File: src/rtl/sar_pkg.sv
// Shared definitions for the conversion sequencer.
// Assumes: nothing beyond IEEE 1800-2017 packages.
package sar_pkg;
    localparam int SAR_BITS = 10;
    localparam int N_EXT    = 16;
    localparam int N_REF    = 3;

    typedef enum logic [1:0] {
        PH_IDLE  = 2'd0,
        PH_BUF   = 2'd1,
        PH_FINAL = 2'd2,
        PH_RES   = 2'd3
    } phase_t;
endpackage

File: src/rtl/sar_chan_dec.sv
// Channel decoder: turns a latched channel number into one-hot selects
// for the external inputs and the internal references.
// Assumes: chan is stable while en is high; codes past the last reference
// select nothing.
module sar_chan_dec #(
    parameter int N_EXT = 16,
    parameter int N_REF = 3,
    parameter int CHW   = $clog2(N_EXT + N_REF)
) (
    input  logic             en,
    input  logic [CHW-1:0]   chan,
    output logic [N_EXT-1:0] ext_sel,
    output logic [N_REF-1:0] ref_sel
);
    genvar gi;
    generate
        for (gi = 0; gi < N_EXT; gi++) begin : g_ext
            // match one external input code
            assign ext_sel[gi] = en && (chan == CHW'(gi));
        end
        for (gi = 0; gi < N_REF; gi++) begin : g_ref
            // match one internal reference code, placed after the externals
            assign ref_sel[gi] = en && (chan == CHW'(N_EXT + gi));
        end
    endgenerate
endmodule

File: src/rtl/sar_phase_ctl.sv
// Phase controller: walks idle -> buffered sample -> final sample ->
// resolution -> idle, counting enabled cycles in each phase.
// Assumes: ce is a one-cycle-wide enable in the clk domain; long_samp is
// captured at acceptance only.
module sar_phase_ctl
    import sar_pkg::*;
#(
    parameter int BUF_LEN   = 2,
    parameter int SHORT_LEN = 2,
    parameter int LONG_LEN  = 8,
    parameter int RES_LEN   = 10
) (
    input  logic   clk,
    input  logic   rst_n,
    input  logic   ce,
    input  logic   start,
    input  logic   long_samp,
    output phase_t phase,
    output logic   accept,
    output logic   res_load,
    output logic   res_step,
    output logic   res_last
);
    localparam int MAXLEN = (LONG_LEN > RES_LEN) ? LONG_LEN : RES_LEN;
    localparam int CW     = $clog2(MAXLEN) + 1;
    localparam logic [CW-1:0] BUF_LAST   = CW'(BUF_LEN - 1);
    localparam logic [CW-1:0] SHORT_LAST = CW'(SHORT_LEN - 1);
    localparam logic [CW-1:0] LONG_LAST  = CW'(LONG_LEN - 1);
    localparam logic [CW-1:0] RES_LAST   = CW'(RES_LEN - 1);

    logic [CW-1:0] cnt;
    logic          long_q;
    logic [CW-1:0] fin_last;

    // pick the final-sample window end from the captured length choice
    assign fin_last = long_q ? LONG_LAST : SHORT_LAST;

    // strobes for the approximation register and the request handshake
    always_comb begin
        accept   = ce && start && (phase == PH_IDLE);
        res_load = ce && (phase == PH_FINAL) && (cnt == fin_last);
        res_step = ce && (phase == PH_RES);
        res_last = res_step && (cnt == RES_LAST);
    end

    // phase and window counter, advancing only on enabled cycles
    always_ff @(posedge clk) begin
        if (!rst_n) begin
            phase  <= PH_IDLE;
            cnt    <= '0;
            long_q <= 1'b0;
        end else if (ce) begin
            unique case (phase)
                PH_IDLE: if (start) begin
                    phase  <= PH_BUF;
                    cnt    <= '0;
                    long_q <= long_samp;
                end
                PH_BUF: begin
                    if (cnt == BUF_LAST) begin
                        phase <= PH_FINAL;
                        cnt   <= '0;
                    end else cnt <= cnt + 1'b1;
                end
                PH_FINAL: begin
                    if (cnt == fin_last) begin
                        phase <= PH_RES;
                        cnt   <= '0;
                    end else cnt <= cnt + 1'b1;
                end
                PH_RES: begin
                    if (cnt == RES_LAST) begin
                        phase <= PH_IDLE;
                        cnt   <= '0;
                    end else cnt <= cnt + 1'b1;
                end
                default: phase <= PH_IDLE;
            endcase
        end
    end


    buf_window_chk: assert property (@(posedge clk) disable iff (!rst_n)
        (phase == PH_BUF) |-> (cnt <= BUF_LAST));

    final_window_chk: assert property (@(posedge clk) disable iff (!rst_n)
        (phase == PH_FINAL) |-> (cnt <= (long_q ? LONG_LAST : SHORT_LAST)));

    res_window_chk: assert property (@(posedge clk) disable iff (!rst_n)
        (phase == PH_RES) |-> (cnt <= RES_LAST));

    freeze_chk: assert property (@(posedge clk) disable iff (!rst_n)
        !ce |=> ($stable(phase) && $stable(cnt)));
endmodule

File: src/rtl/sar_approx.sv
// Approximation register: holds the DAC trial code, walks a one-hot bit
// mask from MSB to LSB, and stores the final code with a done pulse.
// Assumes: load, step and last are already qualified by the enable.
module sar_approx #(
    parameter int W = 10
) (
    input  logic         clk,
    input  logic         rst_n,
    input  logic         ce,
    input  logic         load,
    input  logic         step,
    input  logic         last,
    input  logic         cmp,
    output logic [W-1:0] trial,
    output logic [W-1:0] result,
    output logic         done
);
    localparam logic [W-1:0] MSB = {1'b1, {(W-1){1'b0}}};

    logic [W-1:0] mask;
    logic [W-1:0] kept;

    // decide the bit under trial from the comparator
    assign kept = cmp ? trial : (trial & ~mask);

    // trial code, bit mask, result register and done pulse
    always_ff @(posedge clk) begin
        if (!rst_n) begin
            trial  <= '0;
            mask   <= '0;
            result <= '0;
            done   <= 1'b0;
        end else begin
            if (ce) done <= 1'b0;
            if (load) begin
                trial <= MSB;
                mask  <= MSB;
            end else if (last) begin
                trial  <= '0;
                mask   <= '0;
                result <= kept;
                done   <= 1'b1;
            end else if (step) begin
                trial <= kept | (mask >> 1);
                mask  <= mask >> 1;
            end
        end
    end


    mask_onehot_chk: assert property (@(posedge clk) disable iff (!rst_n)
        step |-> ($countones(mask) == 1));

    done_hold_chk: assert property (@(posedge clk) disable iff (!rst_n)
        (done && !ce) |=> done);

    done_clear_chk: assert property (@(posedge clk) disable iff (!rst_n)
        (done && ce) |=> !done);

    result_stable_chk: assert property (@(posedge clk) disable iff (!rst_n)
        !$rose(done) |-> $stable(result));
endmodule

File: src/rtl/sar_seq.sv
// Top of the conversion sequencer: latches the request, decodes the
// channel, runs the phase controller and the approximation register.
// Assumes: the comparator output is settled within one clk cycle of a new
// dac_code; all inputs are synchronous to clk.
module sar_seq
    import sar_pkg::*;
#(
    parameter int W     = SAR_BITS,
    parameter int NE    = N_EXT,
    parameter int NR    = N_REF,
    parameter int CHW   = $clog2(NE + NR)
) (
    input  logic          clk,
    input  logic          rst_n,
    input  logic          ce,
    input  logic          start,
    input  logic [CHW-1:0] chan,
    input  logic          long_samp,
    input  logic          cmp,
    output logic [NE-1:0] ext_sel,
    output logic [NR-1:0] ref_sel,
    output logic          samp_buf,
    output logic          samp_final,
    output logic [W-1:0]  dac_code,
    output logic          busy,
    output logic          done,
    output logic [W-1:0]  result
);
    phase_t         phase;
    logic           accept, res_load, res_step, res_last;
    logic [CHW-1:0] chan_q;

    // capture the channel only when a request is taken
    always_ff @(posedge clk) begin
        if (!rst_n)      chan_q <= '0;
        else if (accept) chan_q <= chan;
    end

    // phase-derived status outputs
    assign busy       = (phase != PH_IDLE);
    assign samp_buf   = (phase == PH_BUF);
    assign samp_final = (phase == PH_FINAL);

    sar_phase_ctl #(
        .BUF_LEN  (2),
        .SHORT_LEN(2),
        .LONG_LEN (8),
        .RES_LEN  (W)
    ) u_ctl (
        .clk      (clk),
        .rst_n    (rst_n),
        .ce       (ce),
        .start    (start),
        .long_samp(long_samp),
        .phase    (phase),
        .accept   (accept),
        .res_load (res_load),
        .res_step (res_step),
        .res_last (res_last)
    );

    sar_chan_dec #(
        .N_EXT(NE),
        .N_REF(NR),
        .CHW  (CHW)
    ) u_dec (
        .en     (busy),
        .chan   (chan_q),
        .ext_sel(ext_sel),
        .ref_sel(ref_sel)
    );

    sar_approx #(
        .W(W)
    ) u_sar (
        .clk   (clk),
        .rst_n (rst_n),
        .ce    (ce),
        .load  (res_load),
        .step  (res_step),
        .last  (res_last),
        .cmp   (cmp),
        .trial (dac_code),
        .result(result),
        .done  (done)
    );


    sel_excl_chk: assert property (@(posedge clk) disable iff (!rst_n)
        $onehot0({ext_sel, ref_sel}));

    sel_idle_chk: assert property (@(posedge clk) disable iff (!rst_n)
        !busy |-> ({ext_sel, ref_sel} == '0));

    busy_done_chk: assert property (@(posedge clk) disable iff (!rst_n)
        !(busy && done));

    chan_hold_chk: assert property (@(posedge clk) disable iff (!rst_n)
        busy |=> $stable(chan_q));
endmodule

File: config.mk
export PLATFORM = sky130hd
export DESIGN_NAME = sar_seq
export DESIGN_NICKNAME = d
export VERILOG_FILES = /design/src/rtl/sar_pkg.sv /design/src/rtl/sar_chan_dec.sv /design/src/rtl/sar_phase_ctl.sv /design/src/rtl/sar_approx.sv /design/src/rtl/sar_seq.sv
export SDC_FILE = /design/constraint.sdc
export NUM_CORES = 1
export LEC_CHECK = 0
export CAP_MARGIN = 20
export CELL_PAD_IN_SITES_DETAIL_PLACEMENT = 0
export CELL_PAD_IN_SITES_GLOBAL_PLACEMENT = 1
export CORE_ASPECT_RATIO = 0.8
export CORE_MARGIN = 3
export CORE_UTILIZATION = 32
export CTS_CLUSTER_SIZE = 24
export DETAILED_ROUTE_END_ITERATION = 8
export PLACE_DENSITY_LB_ADDON = 0.1
export REMOVE_ABC_BUFFERS = 1
export SLEW_MARGIN = 20
export SYNTH_ARGS = -nofsm -noshare
export SYNTH_HDL_FRONTEND = slang
export SYNTH_SLANG_ARGS = --single-unit
File: constraint.sdc
create_clock -name clk -period 1.5 [get_ports clk]
set_input_delay 0.15 -clock clk [delete_from_list [all_inputs] [get_ports clk]]
set_output_delay 0.15 -clock clk [all_outputs]
set_load 0.05 [all_outputs]
==> impl_metrics.env, run 1 <==
export IMPL_leakagePower_nw=1.46
export IMPL_antenna_cells=0
export IMPL_finalSetupViolCount=52
export IMPL_rr_worst_depth=10
export IMPL_viasPerCell=5.02
export IMPL_ant_nets=0
export IMPL_worstHoldEndpoint="chan_q[1]"
export IMPL_cts_root_buf="clkbuf_8"
export IMPL_core_area_sq_um=6100
export IMPL_synth_main_ff_cell="dfxtp_1"
export IMPL_fin_skew_ns=0.00643
export IMPL_ioPinCount=54
export IMPL_status="finished with violations"
export IMPL_dr_first_iter_drc_count=69
export IMPL_fill_cells=514
export IMPL_crit_arrival_ns=1.57
export IMPL_port_buffers=53
export IMPL_grt_max_degree=19
export IMPL_insertion_delay_ns=0.30
export IMPL_violations="negative setup slack"
export IMPL_final_setup_worst_slack_ns=-0.223
export IMPL_layout_cells_non_filler=442
export IMPL_clkSinkCount=44
export IMPL_drc=0
export IMPL_overflow=0
export IMPL_r2r_end="u_ctl.cnt[2]"
export IMPL_synthArstFlopShare=0
export IMPL_finalCriticalPeriod_ns=1.72
export IMPL_grt_pass1_vias=1993
export IMPL_max_vdd_ir_drop_uv=407
export IMPL_drt_first_pass_iters=4
export IMPL_min_from="chan[1]"
export IMPL_wire_per_inst_um=15.3
export IMPL_hold_ws_ns=0.462
export IMPL_worst_slew_margin_rel=0.581
export IMPL_crit_type="reg2out"
export IMPL_worst_pin_slew_ns=0.626
export IMPL_synth_top_area_frac=0.423
export IMPL_rsz0062_at_grt="yes"
export IMPL_synth_cells=257
export IMPL_placed_cells=415
export IMPL_routed_wl_mm=6.75
export IMPL_final_layout_size_suffix_gt1_frac=0.560
export IMPL_p_per_area_nw_per_um2=757
export IMPL_antenna_found_initial=0
export IMPL_synth_area_leaders="dfxtp_1 (42%), nand2_1 (11%), a21oi_1 (5.1%)"
export IMPL_dp_hpwl_mm=4.13
export IMPL_start_util=0.341
export IMPL_ys_ff_latch=44
export IMPL_gp_congestion=0.755
export IMPL_syn_to_final_growth_pct=86.7
export IMPL_cp_start_kind="register"
export IMPL_drv_cap=0
export IMPL_fmax_mhz=580
export IMPL_cts_buffers=5
export IMPL_drv_slew=0
export IMPL_reg2reg_from="u_ctl.phase[1]"
export IMPL_crit_fanout=4
export IMPL_synth_edf_count=0
export IMPL_die_h_um=78.1
export IMPL_track_usage=0.169
export IMPL_hold_buffers=0
export IMPL_yosysSeqAreaShare=0.423
export IMPL_die_x_um=96.2
export IMPL_cts_tree="done"
export IMPL_grt_first_pass_wirelength_mm=9.90
export IMPL_syn_avg_cell_area_sq_um=8.10
export IMPL_htreeDepth=2
export IMPL_yosysTopAreaCell="dfxtp_1"
export IMPL_nNetsFinal=378
export IMPL_worstHoldPathCells=3
export IMPL_cp_end_kind="primary output"
export IMPL_ys_warnings_count=0
export IMPL_clkTransAtPathRegs_ns=0.08
export IMPL_reg2reg_slack_ns=-0.22
export IMPL_synth_area_sq_um=2080
export IMPL_placementRows=25
export IMPL_finalCritPeriodShare=1.15
export IMPL_vias=2217
export IMPL_ys_types=39
export IMPL_hold_violations=0
export IMPL_die_area_sq_um=7510
export IMPL_cp_data_required_time_ns=1.35
export IMPL_clk_path_buf_depth=2
export IMPL_min_path_type="in2reg"
-- registers in the layout (all words and copies together), names as in the netlist --
name,cells
chan_q,5
u_ctl.cnt,5
u_ctl.long_q,1
u_ctl.phase,2
u_sar.done,1
u_sar.mask,10
u_sar.result,10
u_sar.trial,10
-- how the worst max path moves through the flow --
stage	from	endpoint	slack [ns]
after floorplan	u_ctl.phase[0]	ext_sel[0]	-0.63
after global placement	ce	u_sar.result[3]	-0.19
after detailed placement	u_ctl.phase[1]	u_ctl.phase[0]	-0.23
after CTS	u_ctl.phase[0]	ext_sel[8]	-0.19
after global routing	u_ctl.phase[0]	ext_sel[1]	-0.29
final	u_ctl.phase[0]	ext_sel[2]	-0.22
-- cells in the final DEF, fill, tap and decap left out, drive strengths merged, types with 8 or more instances in the layout --
cell type and n:
a21boi 14, a21oi 21, buf 92, clkdlybuf4s50 10, dfxtp 44, nand2 59, nand2b 13, nand3 17
nor2 20, nor2b 8
-- synth_stat cells, types with 2 or more instances --
library cell   n
nor2b_1        8
nor2_1        20
o21ai_0        3
dfxtp_1       44
nor3_1         6
xor2_1         2
nand3_1       13
a21boi_0      13
nand2_1       59
mux2i_1        7
nand3b_1       2
nand4_1        2
nand2b_1      13
clkbuf_1       7
buf_2          3
and2_1         2
a21oi_1       21
ha_1           7
inv_1          5
-- layout make-up --
cell class | instances | area, sq um | area share
sequential | 44 | 902 | 0.232
clock inverter | 2 | 38.8 | 0.00998
inverter | 5 | 23.8 | 0.00612
multi-input combinational | 201 | 1590 | 0.408
tap | 81 | 101 | 0.0261
clock buffer | 6 | 82.6 | 0.0213
timing repair buffer | 103 | 1150 | 0.296
-- cell families after synthesis --
kind of cell,after synthesis,share of synthesized area
DFF,44,0.423
buffers and inverters,16,0.0343
AOI/OAI and AO/OA,47,0.149
muxes,7,0.0337
and+or+nand+nor,134,0.310
xor gates and xnor gates,2,0.00842
adders and majority gates,7,0.0421
-- routing by layer --
metal / global-route usage / wire length, um / vias up
met5: 0 / 0 / -
met3: 0.0412 / 398 / 12
met4: 0.0554 / 133 / 0
met1: 0.244 / 3180 / 1065
met2: 0.243 / 3040 / 60
li1: - / - / 1080
-- power breakdown --
| part | switching, mW | internal [mW] | leakage (nW) |
|---|---|---|---|
| Clock | 0.432 | 0.545 | 0.0614 |
| Combinational | 0.371 | 0.380 | 1.03 |
| Sequential | 0.0271 | 1.19 | 0.361 |
-- worst max-delay path, stage by stage, from the launching register on --
cell and delay (ns):
dfxtp_4 0.38, inv_2 0.05, ha_4 0.18, nor2b_4 0.17
nand2_4 0.10, nor3_2 0.11, buf_4 0.14, buf_12 0.12
-- timing repair --
| action | 4_1_cts | 5_1_grt |
|---|---|---|
| endpoints found under the setup margin | 57 | 63 |
| setup buffers | 7 | 9 |
| resized for setup | 61 | 89 |
| pin swaps | 18 | 27 |
| cloned | 2 | 3 |
-- through the flow --
step                TNS (ns)  power, mW  setup slack (ns)  cell area (sq um)   util
detailed placement     -4.65       1.76            -0.231               3090  0.507
CTS                    -3.98       2.87            -0.188               3480  0.571
global placement       -4.45       1.76            -0.187               3090  0.507
global route           -8.96       3.05            -0.288               3880  0.637
finish                 -5.15       2.94            -0.223               3880  0.637
floorplan             -11.00       1.48            -0.635               2030      -
No activity file was read; power rests on OpenSTA's default activity.
==> run 2: changes to the inputs <==
- TNS_END_PERCENT: not set -> 100
==> results of run 2 <==
No change in the layout: final DEF, timing and power equal those of run 1.
